$ cat src/rtl/aux_fr_pkg.sv
package aux_fr_pkg;
  // request kinds: bit1 = I2C tunnelled, bit0 = read
  localparam logic [1:0] K_NWR = 2'd0;
  localparam logic [1:0] K_NRD = 2'd1;
  localparam logic [1:0] K_IWR = 2'd2;
  localparam logic [1:0] K_IRD = 2'd3;

  // result codes
  localparam logic [2:0] RC_OK      = 3'd0;
  localparam logic [2:0] RC_TIMEOUT = 3'd1;
  localparam logic [2:0] RC_IOERR   = 3'd2;
  localparam logic [2:0] RC_PROTO   = 3'd3;
  localparam logic [2:0] RC_REMOTE  = 3'd4;
  localparam logic [2:0] RC_BADLEN  = 3'd5;

  // channel status
  localparam logic [1:0] CS_TIMEOUT = 2'd1;
  localparam logic [1:0] CS_BUSY    = 2'd2;
  localparam logic [1:0] CS_ERROR   = 2'd3;

  // reply field values
  localparam logic [1:0] RP_ACK   = 2'd0;
  localparam logic [1:0] RP_DEFER = 2'd2;

  // command nibbles
  localparam logic [3:0] CMD_NWR = 4'h8;
  localparam logic [3:0] CMD_NRD = 4'h9;
  localparam logic [3:0] CMD_IWR = 4'h0;
  localparam logic [3:0] CMD_IRD = 4'h1;
  localparam logic [3:0] CMD_MOT = 4'h4;

  // decoder verdicts
  typedef enum logic [1:0] {ACT_DONE, ACT_FAIL, ACT_RESEND, ACT_WAIT} act_e;
endpackage

$ cat src/rtl/aux_hdr_build.sv
module aux_hdr_build
  import aux_fr_pkg::*;
#(
  parameter int CNT_W  = 5,
  parameter int MLEN_W = 5
) (
  input  logic [1:0]        kind,
  input  logic              stop,
  input  logic [15:0]       addr,
  input  logic [CNT_W-1:0]  len,
  output logic [31:0]       hdr,
  output logic [MLEN_W-1:0] msg_len
);
  logic [3:0] cmd;
  logic [7:0] total;
  logic [7:0] len_m1;

  always_comb begin
    cmd    = CMD_NWR;
    total  = 8'(len) + 8'd4;
    len_m1 = 8'(len) - 8'd1;
    case (kind)
      K_NWR: begin
        cmd   = CMD_NWR;
        total = 8'(len) + 8'd4;
      end
      K_NRD: begin
        cmd   = CMD_NRD;
        total = 8'd4;
      end
      K_IWR: begin
        cmd    = stop ? CMD_IWR : (CMD_IWR | CMD_MOT);
        total  = 8'd5;
        len_m1 = 8'd0;
      end
      default: begin
        cmd    = stop ? CMD_IRD : (CMD_IRD | CMD_MOT);
        total  = 8'd4;
        len_m1 = 8'd0;
      end
    endcase
    hdr     = {total[3:0], len_m1[3:0], cmd, 4'h0, addr[15:8], addr[7:0]};
    msg_len = MLEN_W'(total);
  end
endmodule

$ cat src/rtl/aux_reply_decode.sv
module aux_reply_decode
  import aux_fr_pkg::*;
#(
  parameter int CNT_W = 5
) (
  input  logic [1:0]       kind,
  input  logic [1:0]       status,
  input  logic [3:0]       reply,
  input  logic [CNT_W-1:0] rx_count,
  output act_e             act,
  output logic [2:0]       code
);
  logic [1:0] nat_f;
  logic [1:0] i2c_f;
  assign nat_f = reply[1:0];
  assign i2c_f = reply[3:2];

  always_comb begin
    act  = ACT_FAIL;
    code = RC_IOERR;
    case (status)
      CS_TIMEOUT: begin act = ACT_FAIL; code = RC_TIMEOUT; end
      CS_BUSY:    begin act = ACT_RESEND; code = RC_IOERR; end
      CS_ERROR:   begin act = ACT_FAIL; code = RC_IOERR; end
      default: begin
        if (!kind[1]) begin
          if (nat_f == RP_ACK) begin
            act = ACT_DONE; code = RC_OK;
          end else if (nat_f == RP_DEFER) begin
            act = ACT_WAIT;
          end else begin
            act  = ACT_FAIL;
            code = (kind == K_NRD && rx_count == '0) ? RC_PROTO : RC_IOERR;
          end
        end else begin
          if (nat_f == RP_ACK) begin
            if (i2c_f == RP_ACK) begin
              act = ACT_DONE; code = RC_OK;
            end else if (i2c_f == RP_DEFER) begin
              act = ACT_WAIT;
            end else begin
              act = ACT_FAIL; code = RC_REMOTE;
            end
          end else if (nat_f == RP_DEFER) begin
            act = ACT_WAIT;
          end else begin
            act = ACT_FAIL; code = RC_REMOTE;
          end
        end
      end
    endcase
  end

  always_comb begin
    if (act == ACT_FAIL) AST_FAIL_HAS_CODE: assert (code != RC_OK);
  end
endmodule

$ cat src/rtl/aux_wait_timer.sv
module aux_wait_timer #(
  parameter int LIMIT = 800
) (
  input  logic clk,
  input  logic rst,
  input  logic start,
  output logic done
);
  localparam int CW = $clog2(LIMIT + 1);
  logic [CW-1:0] cnt;
  logic          running;

  assign done = running && (cnt == '0);

  always_ff @(posedge clk) begin
    if (rst) begin
      running <= 1'b0;
      cnt     <= '0;
    end else if (start) begin
      running <= 1'b1;
      cnt     <= CW'(LIMIT - 1);
    end else if (running) begin
      if (cnt == '0) running <= 1'b0;
      else           cnt     <= cnt - 1'b1;
    end
  end

  AST_TIMER_NO_RESTART: assert property (@(posedge clk) disable iff (rst) start |-> !running);
  AST_TIMER_ONE_SHOT: assert property (@(posedge clk) disable iff (rst) done && !start |=> !running);
endmodule

$ cat src/rtl/aux_req_framer.sv
module aux_req_framer
  import aux_fr_pkg::*;
#(
  parameter int MAX_PAYLOAD = 16,
  parameter int MAX_TRIES   = 4,
  parameter int CLK_PER_US  = 100,
  parameter int DEFER_US    = 400,
  localparam int DATA_W     = MAX_PAYLOAD * 8,
  localparam int CNT_W      = $clog2(MAX_PAYLOAD + 1),
  localparam int MLEN_W     = $clog2(MAX_PAYLOAD + 5)
) (
  input  logic              clk,
  input  logic              rst,
  input  logic              req_valid,
  output logic              req_ready,
  input  logic [1:0]        req_kind,
  input  logic              req_stop,
  input  logic [15:0]       req_addr,
  input  logic [CNT_W-1:0]  req_len,
  input  logic [DATA_W-1:0] req_wdata,
  output logic              rsp_done,
  output logic [2:0]        rsp_code,
  output logic [CNT_W-1:0]  rsp_count,
  output logic [DATA_W-1:0] rsp_data,
  output logic              ch_req_valid,
  output logic [31:0]       ch_hdr,
  output logic [MLEN_W-1:0] ch_msg_len,
  output logic [DATA_W-1:0] ch_payload,
  input  logic              ch_rsp_valid,
  input  logic [1:0]        ch_status,
  input  logic [3:0]        ch_reply,
  input  logic [CNT_W-1:0]  ch_rx_count,
  input  logic [DATA_W-1:0] ch_rx_data
);
  localparam int WAIT_CYC = CLK_PER_US * DEFER_US;
  localparam int ATT_W    = $clog2(MAX_TRIES + 1);
  localparam logic [CNT_W-1:0] MAX_LEN  = CNT_W'(MAX_PAYLOAD);
  localparam logic [ATT_W-1:0] LAST_ATT = ATT_W'(MAX_TRIES - 1);

  typedef enum logic [1:0] {S_IDLE, S_SEND, S_GAP, S_WAIT} st_e;
  st_e st;

  logic [1:0]        kind_q;
  logic [CNT_W-1:0]  len_q;
  logic [ATT_W-1:0]  att;
  logic [31:0]       hdr_d;
  logic [MLEN_W-1:0] mlen_d;

  // header formed from the incoming request, captured on accept
  aux_hdr_build #(.CNT_W(CNT_W), .MLEN_W(MLEN_W)) hdr_i (
    .kind(req_kind), .stop(req_stop), .addr(req_addr), .len(req_len),
    .hdr(hdr_d), .msg_len(mlen_d)
  );

  act_e       act;
  logic [2:0] dec_code;
  aux_reply_decode #(.CNT_W(CNT_W)) dec_i (
    .kind(kind_q), .status(ch_status), .reply(ch_reply), .rx_count(ch_rx_count),
    .act(act), .code(dec_code)
  );

  logic fin, resend_go, tmr_start, tmr_done;
  logic [2:0]        fin_code;
  logic [CNT_W-1:0]  ok_cnt;
  logic [DATA_W-1:0] rd_masked;

  aux_wait_timer #(.LIMIT(WAIT_CYC)) tmr_i (
    .clk(clk), .rst(rst), .start(tmr_start), .done(tmr_done)
  );

  logic bad_len;
  assign bad_len   = !req_kind[1] && (req_len == '0 || req_len > MAX_LEN);
  assign req_ready = (st == S_IDLE) && !rsp_done;
  assign ch_req_valid = (st == S_SEND);

  // byte count reported on success, clamped to the requester's buffer
  always_comb begin
    case (kind_q)
      K_NWR:   ok_cnt = len_q;
      K_NRD:   ok_cnt = (ch_rx_count < len_q) ? ch_rx_count : len_q;
      K_IWR:   ok_cnt = CNT_W'(1);
      default: ok_cnt = (ch_rx_count != '0) ? CNT_W'(1) : '0;
    endcase
  end

  for (genvar b = 0; b < MAX_PAYLOAD; b++) begin : g_mask
    assign rd_masked[b*8 +: 8] = (CNT_W'(b) < ok_cnt) ? ch_rx_data[b*8 +: 8] : 8'h00;
  end

  always_comb begin
    fin       = 1'b0;
    fin_code  = RC_IOERR;
    resend_go = 1'b0;
    if (st == S_SEND && ch_rsp_valid) begin
      case (act)
        ACT_DONE: begin fin = 1'b1; fin_code = RC_OK; end
        ACT_FAIL: begin fin = 1'b1; fin_code = dec_code; end
        default: begin
          if (att == LAST_ATT) begin fin = 1'b1; fin_code = RC_IOERR; end
          else resend_go = 1'b1;
        end
      endcase
    end
  end
  assign tmr_start = resend_go && (act == ACT_WAIT);

  always_ff @(posedge clk) begin
    if (rst) begin
      st         <= S_IDLE;
      kind_q     <= '0;
      len_q      <= '0;
      att        <= '0;
      ch_hdr     <= '0;
      ch_msg_len <= '0;
      ch_payload <= '0;
      rsp_done   <= 1'b0;
      rsp_code   <= RC_OK;
      rsp_count  <= '0;
      rsp_data   <= '0;
    end else begin
      rsp_done <= 1'b0;
      case (st)
        S_IDLE: begin
          if (req_valid && req_ready) begin
            if (bad_len) begin
              rsp_done  <= 1'b1;
              rsp_code  <= RC_BADLEN;
              rsp_count <= '0;
              rsp_data  <= '0;
            end else begin
              kind_q     <= req_kind;
              len_q      <= req_len;
              ch_hdr     <= hdr_d;
              ch_msg_len <= mlen_d;
              ch_payload <= req_wdata;
              att        <= '0;
              st         <= S_SEND;
            end
          end
        end
        S_SEND: begin
          if (fin) begin
            rsp_done  <= 1'b1;
            rsp_code  <= fin_code;
            rsp_count <= (fin_code == RC_OK) ? ok_cnt : '0;
            rsp_data  <= (fin_code == RC_OK && kind_q[0]) ? rd_masked : '0;
            st        <= S_IDLE;
          end else if (resend_go) begin
            att <= att + 1'b1;
            st  <= (act == ACT_WAIT) ? S_WAIT : S_GAP;
          end
        end
        S_GAP:   st <= S_SEND;
        default: if (tmr_done) st <= S_SEND;
      endcase
    end
  end

  AST_DONE_PULSE: assert property (@(posedge clk) disable iff (rst) rsp_done |=> !rsp_done);
  AST_DONE_CAUSE: assert property (@(posedge clk) disable iff (rst)
    rsp_done |-> ($past(ch_rsp_valid) || $past(req_valid)));
  AST_BUSY_NO_ACCEPT: assert property (@(posedge clk) disable iff (rst) ch_req_valid |-> !req_ready);
  AST_BADLEN_NO_CHAN: assert property (@(posedge clk) disable iff (rst)
    (rsp_done && rsp_code == RC_BADLEN) |-> !$past(ch_req_valid));
  AST_COUNT_CLAMP: assert property (@(posedge clk) disable iff (rst)
    (rsp_done && rsp_code == RC_OK && !kind_q[1]) |-> rsp_count <= len_q);
endmodule

$ cat config.mk
export PLATFORM = sky130hd
export DESIGN_NAME = aux_req_framer
export DESIGN_NICKNAME = d
export VERILOG_FILES = /design/src/rtl/aux_fr_pkg.sv /design/src/rtl/aux_hdr_build.sv /design/src/rtl/aux_reply_decode.sv /design/src/rtl/aux_wait_timer.sv /design/src/rtl/aux_req_framer.sv
export SDC_FILE = /design/constraint.sdc
export NUM_CORES = 1
export LEC_CHECK = 0
export CORE_AREA = 2 2 233 235
export DETAILED_ROUTE_END_ITERATION = 10
export DIE_AREA = 0 0 235 237
export PLACE_DENSITY = 0.53
export SLEW_MARGIN = 25
export SYNTH_ARGS = -nofsm -noshare
export SYNTH_HDL_FRONTEND = slang
export SYNTH_HIERARCHICAL = 1
export SYNTH_SLANG_ARGS = --single-unit
$ cat constraint.sdc
create_clock -name clk -period 2.9 [get_ports clk]
set_clock_uncertainty 0.2 [all_clocks]
set_input_delay 0.58 -clock clk [delete_from_list [all_inputs] [get_ports clk]]
set_output_delay 0.58 -clock clk [all_outputs]
set_load 0.02 [all_outputs]
# --- Word-level counts from Yosys, hierarchy flattened ---
# Cells that the tools add are included.
word_totals:
  romBits: 0
  out_inout_bits: 304
  ram_bits: 0
  in_bits: 295
  reg_bits: 327
  latchBits: 0
  elab_cells: 180
  n_memories: 0
op_classes:
  n_mul: 0
  n_reduce_logical: 36
  shift: 0
  addsub: 4
  n_div: 0
  mux: 84
  magnitude_cmp: 18
  n_bitwise: 2
  eq_ne: 22
op_table:
  columns: ["op", "n"]
  rows:
  - ["$mux W128", 4]
  - ["$pmux W128 S2", 1]
  - ["$mux W8", 16]
  - ["$mux W3", 17]
  - ["$mux W16", 3]
  - ["$lt A4 B5 Y1 const A", 8]
  - ["$mux W5", 5]
  - ["$pmux W3 S2", 4]
  - ["$mux W2", 11]
  - ["$lt A3 B5 Y1 const A", 4]
  - ["$pmux W5 S2", 2]
  - ["$eq A2 B2 Y1 const B", 8]
  - ["$logic_not A16 Y1", 1]
  - ["$sub A16 B1 Y16 const B", 1]
  - ["$mux W1", 15]
  - ["$pmux W5 S3", 1]
  - ["$logic_not A2 Y1", 6]
  - ["$pmux W4 S3", 1]
  - ["$eq A2 B1 Y1 const B", 5]
  - ["$logic_not A5 Y1", 2]
  - ["$lt A1 B5 Y1 const A", 2]
  - ["$lt A2 B5 Y1 const A", 2]
  - ["$reduce_or A2 Y1", 5]
  - ["$logic_and A1 B1 Y1", 8]
  - ["24 further kinds", 34]

# --- Depth between registers and ports, before layout ---
depth:
  ltp_word: 14
  depth_mapped: 13
  depth_no_buf: 10

# --- Cells and area by module ---
# Netlist, hierarchy kept.
by_module_without_submodules:
  columns: ["module", "area_per_inst_um2", "seq_area_each_um2", "instances", "cells_each"]
  rows:
  - ["aux_req_framer", 11872.6, 6286.0, 1, 1428]
  - ["aux_wait_timer", 970.9, 340.3, 1, 112]
  - ["aux_hdr_build", 315.3, 0.0, 1, 48]
  - ["aux_reply_decode", 101.3, 0.0, 1, 16]

# --- Worst setup path before layout ---
# No wires, ideal clock.
synth_path:
  path_kind: "input to register"
  startpoint: "in ch_rx_count[2]"
  endpoint: "reg rsp_data[10]"
  required_ns: 2.583
  cell_stages: 9
  setup_slack_ns: -0.280
  n_path_buf: 2
  arrival_time_ns: 2.862
  setup_ns: 0.117
  path_cell_list: "ha_1 nand2_1 o21a_1 buf_4 o21ai_1 mux2_2 or4_4 buf_6 a32o_1"
synth_between:
  elab_chain_len: 14
  elab_cells_between_ends: 21
  cone_classes: "order compare: 2; mux: 14; reduce/logical: 5"
synth_rtl:
  columns: ["item", "line", "source"]
  rows:
  - ["start, declared", "aux_req_framer.sv:32", "input logic [CNT_W-1:0] ch_rx_count,"]
  - ["$logic_not A5 Y1", "aux_reply_decode.sv:33", "code = (kind == K_NRD && rx_count == '0) ? RC_PROTO : RC_IOERR;"]
  - ["$logic_and A1 B1 Y1", "aux_reply_decode.sv:33", null]
  - ["$mux W1", "aux_reply_decode.sv:33", null]
  - ["$mux W3", "aux_reply_decode.sv:29", "end else if (nat_f == RP_DEFER) begin"]
  - ["$mux W3", "aux_reply_decode.sv:27", "if (nat_f == RP_ACK) begin"]
  - ["$mux W3", "aux_reply_decode.sv:26", "if (!kind[1]) begin"]
  - ["$pmux W3 S2", "aux_reply_decode.sv:21", "case (status)"]
  - ["$pmux W3 S2", "aux_req_framer.sv:95", "case (act)"]
  - ["$mux W3", "aux_req_framer.sv:94", "if (st == S_SEND && ch_rsp_valid) begin"]
  - ["$logic_not A3 Y1", "aux_req_framer.sv:146", "rsp_data <= (fin_code == RC_OK && kind_q[0]) ? rd_masked : '0;"]
  - ["$logic_and A1 B1 Y1", "aux_req_framer.sv:146", null]
  - ["$mux W128 *", "aux_req_framer.sv:146", null]
  - ["$mux W128 *", "aux_req_framer.sv:142", "if (fin) begin"]
  - ["$pmux W128 S2 *", "aux_req_framer.sv:122", "case (st)"]
  - ["end signal, assigned", "aux_req_framer.sv:146", null]
  - ["end, declared", "aux_req_framer.sv:24", "output logic [DATA_W-1:0] rsp_data,"]
# Every way passes the cells marked *; elsewhere a longest branch is shown, timed or not. The select of a mux whose other input is x is not followed.
# A chain may end at the register's enable or synchronous reset.

# --- Worst setup path in the final report ---
layout_path:
  startpoint: "in ch_rx_count[4]"
  endpoint: "reg rsp_data[15]"
# Same word-level chain as after synthesis.

==> results.sh <==
export IMPL_status="finished, final reports clean"
export IMPL_slew_headroom_pct=60.4
export IMPL_power_mw=12.6
export IMPL_crit_fanout=8
export IMPL_avgRoutedWirePerCell_um=18.7
export IMPL_first_global_vias=13698
export IMPL_reg2reg_from="len_q[2]$_SDFFE_PP0P_"
export IMPL_clock_latency_ns=0.56
export IMPL_synth_edf_count=0
export IMPL_finalSetupViolations=0
export IMPL_worst_pin_slew_ns=0.586
export IMPL_ys_seq_area_share_pct=50.0
export IMPL_syn_inst=1604
export IMPL_synth_area_um2=13300
export IMPL_wl_um=54900
export IMPL_fillers=5313
export IMPL_hpwlAfterDp_um=40900
export IMPL_start_util_pct=24.9
export IMPL_finalCritPeriodShare_pct=97.7
export IMPL_setup_ws_ns=0.0659
export IMPL_grt_overflow_total=0
export IMPL_critPathRequiredTime_ns=3.15
export IMPL_final_common_cell="clkdlybuf4s50_1"
export IMPL_port_buffers=598
export IMPL_grt_start_max_net_pins=113
export IMPL_clk_pin_slew_ns=0.07
export IMPL_cp_startpoint="ch_rx_count[4]"
export IMPL_clkPwrFrac_pct=44.5
export IMPL_p_seq_share_pct=38.3
export IMPL_min_from="rst"
export IMPL_cts_sinks=331
export IMPL_power_density_nw_per_um2=567
export IMPL_fin_area_um2=22200
export IMPL_swShare_pct=26.2
export IMPL_cap_violations=0
export IMPL_coreArea_um2=53300
export IMPL_die_y_um=237
export IMPL_slew_violations=0
export IMPL_syn2layout_area_growth_pct=67.5
export IMPL_cts_max_level=2
export IMPL_crit_end="rsp_data[15]$_SDFFE_PP0P_"
export IMPL_p_leak_nw=8.05
export IMPL_mostFrequentLayoutCells="clkdlybuf4s50_1, nand2_1, dfxtp_1"
export IMPL_grt_pass1_wl_um=82700
export IMPL_drive_gt1_share_pct=10.0
export IMPL_worst_r2r_path_depth=9
export IMPL_dieArea_um2=55700
export IMPL_drtIter0Drc=792
export IMPL_rows=85
export IMPL_min_delay_path_depth=2
export IMPL_critical_path_arrival_ns=3.09
export IMPL_pin_count=599
export IMPL_hold_path_class="in2reg"
export IMPL_power_switching_mw=3.30
export IMPL_place_area_um2=20700
export IMPL_fmax_mhz=353
export IMPL_fp_dieW_um=235
export IMPL_critPathLaunchType="primary input"
export IMPL_grtUsageTotal_pct=18.8
export IMPL_yosys_register_bits=331
export IMPL_final_min_clock_period_ns=2.83
export IMPL_synth_top_area_share_pct=50.0
export IMPL_pre_cts_slack_ns=-0.579
export IMPL_grt_setup_unrepaired="true"
export IMPL_cp_end_kind="flop"
export IMPL_rrSetupSlack_ns=0.15
export IMPL_ys_warn_count=6
export IMPL_vias=14015
export IMPL_cts_tree="yes"
export IMPL_cts_buffers=41
export IMPL_vias_per_cell=4.76
export IMPL_ant_nets=0
export IMPL_hold_violations=0
export IMPL_ir_worst_vdd_mv=0.429
export IMPL_drcViolationCount=0
export IMPL_syn_area_per_cell_um2=8.27
export IMPL_synthTopCellsByArea="dfxtp_1, nand2_1, a21oi_1, a32oi_1, clkbuf_1"
export IMPL_combPwrFrac_pct=17.2
export IMPL_yosysUniqueCellTypes=68
export IMPL_synthArstFlopShare_pct=0
export IMPL_path_class="in2reg"
export IMPL_dr_pass1_iters=5
export IMPL_cts_max_path_buffers=3
export IMPL_nNetsFinal=2518
export IMPL_synth_largest_area_cell="dfxtp_1"
export IMPL_gp_congestion=0.832
export IMPL_antenna_found_initial=9
export IMPL_dominantRegCellSynth="dfxtp_1"
export IMPL_postCtsHoldBufs=0
export IMPL_r2r_end="rsp_data[15]$_SDFFE_PP0P_"
export IMPL_root_buffer="clkbuf_16"
export IMPL_internal_power_mw=9.29
export IMPL_fin_util_pct=41.7
[flip-flops by register name, indices dropped and copies added, names as in the netlist, 2 cells and up]
register and count:
att 3, ch_msg_len 5, rsp_count 5, st 2, tmr_i/cnt 16, rsp_code 3
len_q 5, ch_payload 128, kind_q 2, ch_hdr 32, rsp_data 128
[power groups by stage]
stage	sequential (mW)	clock, mW	combinational [mW]
finish	4.82	5.61	2.16
global route	4.84	5.93	2.33
CTS	4.82	5.79	2.18
detailed placement	4.92	0	2.17
global placement	4.91	0	2.16
floorplan	5.10	0	0.730
[through the flow]
step / instances / setup TNS (ns) / hold WS, ns
finish: 2942 / 0 / 0.215
global route: 2942 / -0.00911 / 0.219
CTS: 2941 / 0 / 0.181
detailed placement: 2867 / -73.13 / 0.238
global placement: 2867 / -78.58 / 0.231
floorplan: 1608 / 0 / 0.250
[layout make-up]
cell class                      instances  area, um2  share of cell area, %
Timing Repair Buffer                  711       7160                   32.2
Sequential cell                       331       6630                   29.8
Multi-Input combinational cell       1114       6020                   27.1
Clock buffer                           62       1260                   5.66
Tap cell                              696        871                   3.92
Clock inverter                         12        220                  0.991
Inverter                               15       56.3                  0.253
Antenna cell                            1       2.50                 0.0113
[cells in the mapped netlist, drive strengths merged (2+ instances only)]
cell type  count
nand2        449
dfxtp        331
a21oi        208
clkbuf       107
o21ai         65
nor2          57
a32oi         48
buf           40
nand3         28
a22oi         23
and3          18
a32o          17
a22o          16
o2111ai       16
o211ai        16
inv           14
nor2b         13
a31oi         11
nand4         10
nor3          10
ha             9
nor4           7
and2           6
mux2i          6
nand2b         6
o31ai          6
or3            6
or4            6
a211oi         5
nor4b          5
mux2           4
or2            4
nand3b         3
or4b           3
xnor2          3
a2111oi        2
a21o           2
a41o           2
and4           2
nand4b         2
nor3b          2
o21a           2
o31a           2
[what timing repair did]
item,4_1_cts,5_1_grt
endpoints found under the hold margin,0,0
setup buffers,0,0
setup endpoints to repair,0,78
gates resized for setup,0,12
[how the worst min path moves through the flow]
| stage | to | slack, ns |
|---|---|---|
| detailed placement | rsp_data[30]$_SDFFE_PP0P_ | 0.24 |
| global route | rsp_data[113]$_SDFFE_PP0P_ | 0.22 |
| global placement | rsp_data[28]$_SDFFE_PP0P_ | 0.23 |
| floorplan | len_q[4]$_SDFFE_PP0P_ | 0.25 |
| CTS | rsp_code[1]$_SDFFE_PP0P_ | 0.18 |
| finish | rsp_code[0]$_SDFFE_PP0P_ | 0.22 |
[kinds of logic after synthesis]
family,after synthesis,synth area share (%)
simple gates,640,21.2
flops,331,50.0
xor+xnor,3,0.198
other cells,1,0.0283
mux,10,0.793
compound gates,447,21.3
fa+ha+maj,9,0.849
buf+inv,163,5.60
[routing by layer]
metal,GRT usage (%),share of wire [%]
met1,22.7,41
met2,31.8,48
met3,5.95,7.7
met4,5.85,2.6
met5,0,0.15
[worst max-delay path: stages]
cell and delay [ns]:
clkdlybuf4s50_1 0.51, buf_12 0.14, ha_4 0.20, and2_4 0.18
nor2_8 0.16, mux2i_1 0.09, a311o_2 0.35, or4_4 0.62
a32o_1 0.25
Note: power is estimated with default switching activity, not from simulation.
